[src/rtl/cfg_serial_loader.sv]
module cfg_serial_loader #(
  parameter int LEN_W       = 16,
  parameter int PROG_CYC    = 2,
  parameter int CLEAR_CYC   = 8,
  parameter int SETTLE_CYC  = 16,
  parameter int HI_CYC      = 2,
  parameter int LO_CYC      = 2,
  parameter int TAIL_PULSES = 5,
  parameter int NAME_OFS    = 16,
  parameter int NAME_MAX    = 12,
  parameter int DATE_OFS    = 44,
  parameter int DATE_MAX    = 10
) (
  input  logic             clk,
  input  logic             rst_n,
  input  logic             start,
  input  logic [LEN_W-1:0] img_len,
  input  logic [7:0]       in_data,
  input  logic             in_valid,
  output logic             in_ready,
  output logic             cfg_prog_n,
  output logic             cfg_cclk,
  output logic             cfg_din,
  input  logic             cfg_done,
  output logic             busy,
  output logic             ok,
  output logic             err,
  output logic [7:0]       id_data,
  output logic             id_valid
);
  localparam int CW = $clog2(PROG_CYC + CLEAR_CYC + SETTLE_CYC + HI_CYC + LO_CYC + 1);
  localparam int TW = $clog2(TAIL_PULSES + 1);
  localparam logic [7:0] SYNC = 8'hFF;
  localparam logic [LEN_W-1:0] NAME_LO  = LEN_W'(NAME_OFS);
  localparam logic [LEN_W-1:0] NAME_END = LEN_W'(NAME_OFS + NAME_MAX);
  localparam logic [LEN_W-1:0] DATE_LO  = LEN_W'(DATE_OFS);
  localparam logic [LEN_W-1:0] DATE_END = LEN_W'(DATE_OFS + DATE_MAX);

  typedef enum logic [3:0] {
    S_IDLE, S_PROG, S_CLEAR, S_SKIP, S_SET, S_HI, S_LO, S_FETCH, S_SETTLE
  } st_t;

  st_t              st;
  logic [CW-1:0]    cnt;
  logic [LEN_W-1:0] left, off;
  logic [7:0]       sh;
  logic [2:0]       bits;
  logic [TW-1:0]    tcnt;
  logic             tail, done_m, done_s, name_stop, date_stop;

  wire fire  = in_valid & in_ready;
  wire cnt_z = (cnt == '0);

  assign in_ready   = (st == S_SKIP || st == S_FETCH) && (left != '0);
  assign busy       = (st != S_IDLE);
  assign cfg_prog_n = (st != S_PROG);
  assign cfg_cclk   = (st == S_HI);

  always_ff @(posedge clk) begin
    if (!rst_n) begin
      done_m <= 1'b0;
      done_s <= 1'b0;
    end else begin
      done_m <= cfg_done;
      done_s <= done_m;
    end
  end

  always_ff @(posedge clk) begin
    if (!rst_n) begin
      st <= S_IDLE; cnt <= '0; left <= '0; off <= '0; sh <= '0; bits <= '0;
      tcnt <= '0; tail <= 1'b0; cfg_din <= 1'b0; ok <= 1'b0; err <= 1'b0;
    end else begin
      if (fire) begin
        left <= left - 1'b1;
        off  <= off + 1'b1;
      end
      case (st)
        S_IDLE: if (start) begin
          st <= S_PROG; cnt <= CW'(PROG_CYC - 1); left <= img_len; off <= '0;
          ok <= 1'b0; err <= 1'b0; tail <= 1'b0; cfg_din <= 1'b0;
        end
        S_PROG: if (cnt_z) begin
          st <= S_CLEAR; cnt <= CW'(CLEAR_CYC - 1);
        end else cnt <= cnt - 1'b1;
        S_CLEAR: if (!cnt_z) cnt <= cnt - 1'b1;
          else if (done_s) begin err <= 1'b1; st <= S_IDLE; end
          else st <= S_SKIP;
        S_SKIP: if (left == '0) begin
          err <= 1'b1; st <= S_IDLE;
        end else if (fire && in_data == SYNC) begin
          sh <= in_data; cfg_din <= 1'b1; bits <= 3'd7; st <= S_SET;
        end
        S_SET: begin
          st <= S_HI; cnt <= CW'(HI_CYC - 1);
        end
        S_HI: if (cnt_z) begin
          st <= S_LO; cnt <= CW'(LO_CYC - 1);
          if (!tail) sh <= {sh[6:0], 1'b0};
        end else cnt <= cnt - 1'b1;
        S_LO: if (!cnt_z) cnt <= cnt - 1'b1;
          else if (tail) begin
            if (tcnt == '0) begin st <= S_SETTLE; cnt <= CW'(SETTLE_CYC - 1); end
            else begin tcnt <= tcnt - 1'b1; st <= S_HI; cnt <= CW'(HI_CYC - 1); end
          end else if (bits != '0) begin
            bits <= bits - 1'b1; cfg_din <= sh[7]; st <= S_SET;
          end else st <= S_FETCH;
        S_FETCH: if (left == '0) begin
          tail <= 1'b1; tcnt <= TW'(TAIL_PULSES - 1); st <= S_HI; cnt <= CW'(HI_CYC - 1);
        end else if (fire) begin
          sh <= in_data; cfg_din <= in_data[7]; bits <= 3'd7; st <= S_SET;
        end
        S_SETTLE: if (!cnt_z) cnt <= cnt - 1'b1;
          else begin
            ok <= done_s; err <= !done_s; cfg_din <= 1'b0; st <= S_IDLE;
          end
        default: st <= S_IDLE;
      endcase
    end
  end

  always_ff @(posedge clk) begin
    if (!rst_n) begin
      id_valid <= 1'b0; id_data <= '0; name_stop <= 1'b0; date_stop <= 1'b0;
    end else begin
      id_valid <= 1'b0;
      if (start && st == S_IDLE) begin
        name_stop <= 1'b0;
        date_stop <= 1'b0;
      end else if (fire) begin
        if (!name_stop && off >= NAME_LO && off < NAME_END) begin
          id_valid <= 1'b1;
          if (in_data == 8'h00) begin id_data <= 8'h20; name_stop <= 1'b1; end
          else id_data <= in_data;
        end else if (!name_stop && off == NAME_END) begin
          id_valid <= 1'b1; id_data <= 8'h20; name_stop <= 1'b1;
        end else if (!date_stop && off >= DATE_LO && off < DATE_END) begin
          id_valid <= 1'b1; id_data <= in_data;
          if (in_data == 8'h00) date_stop <= 1'b1;
        end else if (!date_stop && off == DATE_END) begin
          id_valid <= 1'b1; id_data <= 8'h00; date_stop <= 1'b1;
        end
      end
    end
  end

  assert_idle_lines_R1: assert property (@(posedge clk) disable iff (!rst_n)
    !busy |-> (cfg_prog_n && !cfg_cclk && !cfg_din && !in_ready));
  assert_no_clk_in_prog_R2: assert property (@(posedge clk) disable iff (!rst_n)
    !cfg_prog_n |-> !cfg_cclk);
  assert_din_setup_R4: assert property (@(posedge clk) disable iff (!rst_n)
    $rose(cfg_cclk) |-> $stable(cfg_din));
  assert_din_hold_R4: assert property (@(posedge clk) disable iff (!rst_n)
    (cfg_cclk && $past(cfg_cclk)) |-> $stable(cfg_din));
  assert_wait_clk_low_R8: assert property (@(posedge clk) disable iff (!rst_n)
    in_ready |-> !cfg_cclk);
  assert_flags_excl_R9: assert property (@(posedge clk) disable iff (!rst_n)
    !(ok && err));
  assert_ok_sticky_R9: assert property (@(posedge clk) disable iff (!rst_n)
    ($past(ok) && !$past(start)) |-> ok);
  assert_err_sticky_R9: assert property (@(posedge clk) disable iff (!rst_n)
    ($past(err) && !$past(start)) |-> err);
endmodule

[config.mk]
export PLATFORM = sky130hd
export DESIGN_NAME = cfg_serial_loader
export DESIGN_NICKNAME = d
export VERILOG_FILES = /design/src/rtl/cfg_serial_loader.sv
export SDC_FILE = /design/constraint.sdc
export NUM_CORES = 1
export LEC_CHECK = 0
export BUFFER_PORTS_ARGS = -buffer_cell sky130_fd_sc_hd__buf_2
export CAP_MARGIN = 20
export CORE_ASPECT_RATIO = 2
export CORE_MARGIN = 2
export CORE_UTILIZATION = 55
export CTS_BUF_LIST = sky130_fd_sc_hd__clkbuf_16
export DETAILED_ROUTE_END_ITERATION = 10
export PLACE_DENSITY_LB_ADDON = 0.1
export SLEW_MARGIN = 20
export SYNTH_ARGS = -nofsm -noshare
export SYNTH_HDL_FRONTEND = slang
export SYNTH_SLANG_ARGS = --single-unit
[constraint.sdc]
create_clock -name clk -period 2.3 [get_ports clk]
set_input_delay 0.115 -clock clk [delete_from_list [all_inputs] [get_ports clk]]
set_output_delay 0.115 -clock clk [all_outputs]
set_load 0.05 [all_outputs]
==> results of run 1 <==
## power by group through the flow
stage,sequential (W),combinational (W),clock (W)
after floorplan,0.00164,0.00166,0
after global placement,0.00165,0.00222,0
after detailed placement,0.00166,0.00224,0
after CTS,0.00164,0.00225,0.00135
after global routing,0.00166,0.00250,0.00140
final,0.00164,0.00229,0.00133
## state kept, by name, summed over array words and instances (netlist names)
register   flops
cnt            5
st             4
tcnt           3
left          16
err            1
ok             1
bits           3
done_s         1
id_valid       1
name_stop      1
sh             8
cfg_din        1
id_data        8
date_stop      1
tail           1
done_m         1
off           16
## per-layer routing
layer,up-vias,part of all wire (%),GRT usage (%)
met5,-,0,0
li1,2041,-,-
met3,51,3.4,4.53
met4,0,5.3,17.9
met2,122,55,54.6
met1,2026,36,29.0
## worst paths after layout
path	start	depth (start not counted)	slack (ns)	end
setup reg to reg	left[0]	7	0.20	cnt[2]
setup / recovery	left[0]	7	0.20	cnt[2]
hold / removal	img_len[15]	3	0.06	left[15]
hold reg to reg	done_m	1	0.44	done_s
## timing repair
action / 4_1_cts / 5_1_grt
endpoints found under the hold margin: 1 / 0
endpoints found under the setup margin: 0 / 1
setup buffers: 0 / 4
hold buffers: 1 / 0
## worst register-to-register path: cells and delay by family, from the launching register on
kind / cells / cell delay (ns)
AOI/OAI and AO/OA: 2 / 0.54
adders and majority gates: 1 / 0.14
buffers and inverters: 1 / 0.09
DFF: 1 / 0.33
and+or+nand+nor: 3 / 0.90
## layout by cell type (no fill, tap or decap), types with 4 or more instances in the layout
cell type	Yosys	final
and2_1	7	7
or3_1	4	4
nor2_1	43	43
a211oi_2	6	6
a21oi_1	26	26
o21a_1	4	4
dfxtp_1	72	72
clkbuf_16	0	9
nand4_1	14	14
nand2b_1	4	4
o22ai_1	4	4
nor4_1	13	13
a31oi_1	10	10
nor3b_1	6	6
nand3_1	29	29
nor2b_1	8	8
buf_2	9	44
nor4_4	4	4
inv_1	21	23
mux2i_1	16	16
nand3b_1	5	5
nor3_1	20	20
a211oi_1	7	7
o21ai_0	19	19
xnor2_1	17	17
ha_1	9	9
xor2_1	10	10
buf_4	2	28
nand2_1	43	43
## per-stage QoR
step	setup slack [ns]	utilization [%]
after floorplan	0.455	-
after global placement	0.297	61.4
after detailed placement	0.215	61.4
after CTS	0.0645	65.0
after global routing	0.0946	65.4
final	0.198	65.4
## final cells by class
class	instances	area, um2	area share, %
Sequential cell	72	1440	27.9
Tap cell	96	120	2.33
Inverter	22	82.6	1.60
Clock inverter	7	55.1	1.07
Multi-Input combinational cell	398	2750	53.4
Timing Repair Buffer	75	480	9.31
Clock buffer	9	225	4.37
## cells by family (layout without fill, tap and decap cells)
logic type,Yosys count,in the layout
mux,16,16
xor+xnor,27,27
buf+inv,54,113
flops,72,72
fa+ha+maj,9,9
compound gates,116,116
simple gates,230,230
==> qor.yml, run 1 <==
timing:
  rsz0062_at_grt: "no"
  relSlewSlack_pct: 62.5
  worst_slew_pin_slew_ns: 0.555
  finClkSkew_ns: 0.00544
  fin_crit_sh_pct: 91.4
  fmax_mhz: 476
  maxSlewViolCount: 0
  fin_crit_ns: 2.10
  hold_viol_final: 0
  fin_hold_ws_ns: 0.0575
  finalSetupViolations: 0
  tns_ns: 0
layout:
  syn2layout_area_growth_pct: 16.1
  fillers: 713
  nets: 616
  antenna_cells: 0
  final_cell_count_no_fill: 679
  drive_gt1_share_pct: 20.8
  final_area_um2: 5160
setup_path:
  arrival_ns: 2.33
  timing_worst_setup_path_type: "flop to flop"
  critPathSlowestCell: "and4_4"
  required_ns: 2.52
  crit_family: "simple AND/OR/NAND/NOR gates"
  path_cells: "inv_1 -> ha_1 -> nor3b_1 -> and4_4 -> nor2_1 -> a211o_1 -> a32o_1"
  cp-end-kind: "flop"
  critPathLaunchType: "flop"
  crit_path_max_incr_delay_ns: 0.44
  worst-path-buf-inv: 1
  crit_path_max_fanout: 20
floorplan:
  dieArea_um2: 8850
  placementRows: 46
  io_pins: 45
  dieWidth_um: 67.5
  initial_core_util_pct: 56.3
  die_h_um: 131
  core-area_um2: 7890
synthesis:
  synth_simple_gate_area_share_pct: 30.5
  synth_compound_area_share_pct: 19.9
  synth_adder_area_share_pct: 2.54
  yosysSeqAreaShare_pct: 32.5
  synth_top_area_cell: "dfxtp_1"
  ys_top_cells_by_count: "dfxtp_1 (72), nand2_1 (43), nor2_1 (43)"
  synth_seq_cells: 72
  synth_edf_count: 0
  syn-mean-instance-area_um2: 8.48
  synth_mux_area_share_pct: 3.61
  synth_flop_cell: "dfxtp_1"
  syn-cell-area_um2: 4440
  synth_top_cell_area_share_pct: 32.5
  synth.top_cells.by_area: "dfxtp_1 (32%), nand2_1 (3.6%), nor2_1 (3.6%)"
  synth_most_common_cell: "dfxtp_1"
  synth_top_family_by_area: "simple AND/OR/NAND/NOR gates"
  synth_xor_area_share_pct: 5.32
  yosysWarnings: 0
  synthesis.instances: 524
  synth_cell_types: 80
  synth_nets: 562
  async_reset_ff_share_pct: 0
hold_path:
  worstHoldPathType: "input pin to flop"
route:
  first_iter_violations: 371
  postRouteAntennaNets: 0
  num_vias: 4240
  drt-pass1-iter-count: 5
  via_per_inst: 6.24
  drc: 0
  routed_wl_mm: 12.2
  wl_per_cell_um: 17.9
power_and_ir_drop:
  vdd_drop_max_mv: 0.782
  p_comb_share_pct: 43.5
  p_int_w: 0.00316
  total_power_w: 0.00527
  powerDensity_nw_per_um2: 1020
  p_switching_w: 0.00210
  cellLeakagePower_nw: 1.95
  power_frac_seq_pct: 31.2
  switching_share_pct: 39.9
  clockPowerShare_pct: 25.3
placed_design:
  place.gp.congestion: 0.908
  dp_cells: 658
  hpwl_mm: 9.12
  portBuffers: 44
  dpl_cell_area_um2: 4840
clock_tree:
  cts_made_buffers: 9
  clockBufferDepth: 2
  clock-sinks: 72
  clk_latency_ns: 0.33
  ctsResizeCount: 0
  cts_tree: "built"
  cts.reportedPaths.clkPinSlew_ns: 0.06
  cts-root-buf: "clkbuf_16"
  cts_max_level: 3
flow_run:
  maxCapViolations: 0
global_routing:
  grt_pass1_vias: 4232
  grt_usage_pct: 29.3
  grt_pass1_wl_mm: 19.7
  grt_overflow: 0
  antenna_found_initial: 0
  grt_max_degree: 55
outcome:
  status: "completed"
(Power assumes the default switching activity.)
==> run 2, diff against run 1 <==
PLACE_DENSITY = 0.75   (was default)
PLACE_DENSITY_LB_ADDON = default   (was 0.1)
REMOVE_ABC_BUFFERS = 1   (was default)
==> run 2 against run 1 <==
  * Sequential power about the same
  * Largest cell class unchanged
  * First-iteration DRC count is 0.54% lower
  * Fmax down 1.0%
  * Critical endpoint unchanged
  * Highest routed layer unchanged
==> qor.yml, run 2 (synthesis gave the netlist of run 1 again) <==
timing:
  finClkSkew_ns: 0.00612  # was 0.00544 ns
  fin_crit_sh_pct: 92.3  # was 91.4%
  fin_crit_ns: 2.12  # was 2.10 ns
  maxSlewViolCount: 0  # unchanged
  finalSetupViolations: 0  # unchanged
  tns_ns: 0  # unchanged
  hold_viol_final: 0  # unchanged
  relSlewSlack_pct: 61.2  # was 62.5%
  worst_slew_pin_slew_ns: 0.581  # was 0.555 ns
  rsz0062_at_grt: "no"  # unchanged
  fmax_mhz: 471  # was 476 MHz
outcome:
  status: "completed"  # unchanged
floorplan:
  initial_core_util_pct: 56.3  # unchanged
  io_pins: 45  # unchanged
  die_h_um: 131  # unchanged
  dieWidth_um: 67.5  # unchanged
  dieArea_um2: 8850  # unchanged
  core-area_um2: 7890  # unchanged
  placementRows: 46  # unchanged
global_routing:
  grt_max_degree: 55  # unchanged
  grt_usage_pct: 30.4  # was 29.3%
  grt_pass1_vias: 4325  # was 4232
  grt_overflow: 0  # unchanged
  grt_pass1_wl_mm: 20.3  # was 19.7 mm
  antenna_found_initial: 0  # unchanged
setup_path:
  cp-end-kind: "flop"  # unchanged
  crit_path_max_fanout: 10  # was 20
  crit_family: "simple AND/OR/NAND/NOR gates"  # unchanged
  critPathSlowestCell: "and4_4"  # unchanged
  arrival_ns: 2.35  # was 2.33 ns
  timing_worst_setup_path_type: "flop to flop"  # unchanged
  worst-path-buf-inv: 1  # unchanged
  reg2reg_from: "left[0]"  # unchanged
  required_ns: 2.53  # was 2.52 ns
  path_cells: "inv_1 -> ha_1 -> nor3b_1 -> and4_4 -> nor2_1 -> a211o_1 -> a32o_1"  # unchanged
  r2r_cells: 7  # unchanged
  path_depth: 7  # unchanged
  crit_start: "left[0]"  # unchanged
  critPathLaunchType: "flop"  # unchanged
  crit_path_max_incr_delay_ns: 0.40  # was 0.44 ns
  crit_path_end: "cnt[2]"  # unchanged
  rrSetupSlack_ns: 0.18  # was 0.20 ns
  worst_r2r_endpoint: "cnt[2]"  # unchanged
hold_path:
  min_path_cells: 2  # was 3
  worstHoldPathType: "input pin to flop"  # unchanged
clock_tree:
  cts.reportedPaths.clkPinSlew_ns: 0.06  # about the same
  cts-root-buf: "clkbuf_16"  # unchanged
  clockBufferDepth: 2  # unchanged
  cts_made_buffers: 9  # unchanged
  clock-sinks: 72  # unchanged
  cts_tree: "built"  # unchanged
  clk_latency_ns: 0.33  # about the same
  cts_hold_buffers: 0  # was 1
  cts_max_level: 3  # unchanged
power_and_ir_drop:
  cellLeakagePower_nw: 1.91  # was 1.95 nW
  vdd_drop_max_mv: 0.717  # was 0.782 mV
  powerDensity_nw_per_um2: 1020  # about the same
flow_run:
  maxCapViolations: 0  # unchanged
layout:
  syn2layout_area_growth_pct: 14.5  # was 16.1%
  mostFrequentLayoutCells: "dfxtp_1 (72), buf_2 (44), nor2_1 (43), nand2_1 (43), nand3_1 (29)"  # unchanged
  nets: 611  # was 616
  fillers: 703  # was 713
  final_common_cell: "dfxtp_1"  # unchanged
  final_area_um2: 5090  # was 5160 um2
  antenna_cells: 0  # unchanged
  largest_registers: "left x16, off x16"  # unchanged
  drive_gt1_share_pct: 20.2  # was 20.8%
placed_design:
  place.gp.congestion: 0.952  # was 0.908
  dpl_cell_area_um2: 4800  # was 4840 um2
  portBuffers: 44  # unchanged
  hpwl_mm: 9.09  # was 9.12 mm
route:
  routed_wl_mm: 12.5  # was 12.2 mm
  postRouteAntennaNets: 0  # unchanged
  drt-pass1-iter-count: 5  # unchanged
  wl_per_cell_um: 18.5  # was 17.9 um
  via_per_inst: 6.35  # was 6.24
  num_vias: 4279  # was 4240
  drc: 0  # unchanged
  first_iter_violations: 369  # was 371
run 2: cell count changes in the layout (fill, tap and decap cells not counted):
| cell | previous run | this run |
|---|---|---|
| dlygate4sd3_1 | 1 | 0 |
| buf_4 | 28 | 24 |
| clkinv_1 | 3 | 2 |
| clkinvlp_4 | 0 | 1 |
| buf_12 | 2 | 1 |
| inv_1 | 23 | 24 |
| bufinv_16 | 1 | 0 |
| and4_2 | 0 | 1 |
run 2: metrics by stage:
step	power, W	setup WS [ns]	hold slack [ns]	std cells	utilization, %
after floorplan	0.00318	-2.43	0.237	492	-
after global placement	0.00384	0.283	0.320	655	60.9
after detailed placement	0.00389	0.189	0.355	655	60.9
after CTS	0.00513	0.116	0.00224	671	64.2
after global routing	0.00547	0.0350	0.0118	674	64.5
final	0.00518	0.177	0.0150	674	64.5
run 2: cell type report:
type	instances	area [um2]	area share, %
clock buffer	9	225	4.43
clock inverter	7	32.5	0.640
inverter	22	82.6	1.62
multi-input combinational	399	2760	54.3
sequential	72	1440	28.3
tap	96	120	2.36
timing repair buffer	69	420	8.27
run 2: layer usage:
layer / track usage [%] / up-vias / wire, um
li1: - / 2034 / -
met5: 0 / - / 0
met2: 53.2 / 154 / 6700
met3: 5.81 / 65 / 558
met1: 30.4 / 2026 / 4390
met4: 23.3 / 0 / 838
run 2: worst min-delay path by stage:
stage               startpoint  endpoint  slack (ns)
floorplan                rst_n    done_m        0.24
global placement      cfg_done    done_m        0.32
detailed placement    cfg_done    done_m        0.35
CTS                   cfg_done    done_m       0.002
global route          cfg_done    done_m        0.01
finish                cfg_done    done_m        0.02
run 2: worst register-to-register path, delay by kind of cell (launching register included):
family	cells	cell delay, ns
compound gates	2	0.55
simple gates	3	0.91
flops	1	0.33
buf+inv	1	0.09
fa+ha+maj	1	0.14
run 2: what timing repair did:
item,in CTS,in global routing
buffers inserted,0,2
setup endpoints to repair,0,2
gates resized for setup,0,0
hold endpoints to repair,0,0
run 2: power breakdown:
part	switching (W)	leakage [nW]	total (W)	internal, W
combinational	0.00141	1.18	0.00232	0.000910
sequential	0.000218	0.585	0.00164	0.00142
clock	0.000515	0.136	0.00122	0.000709
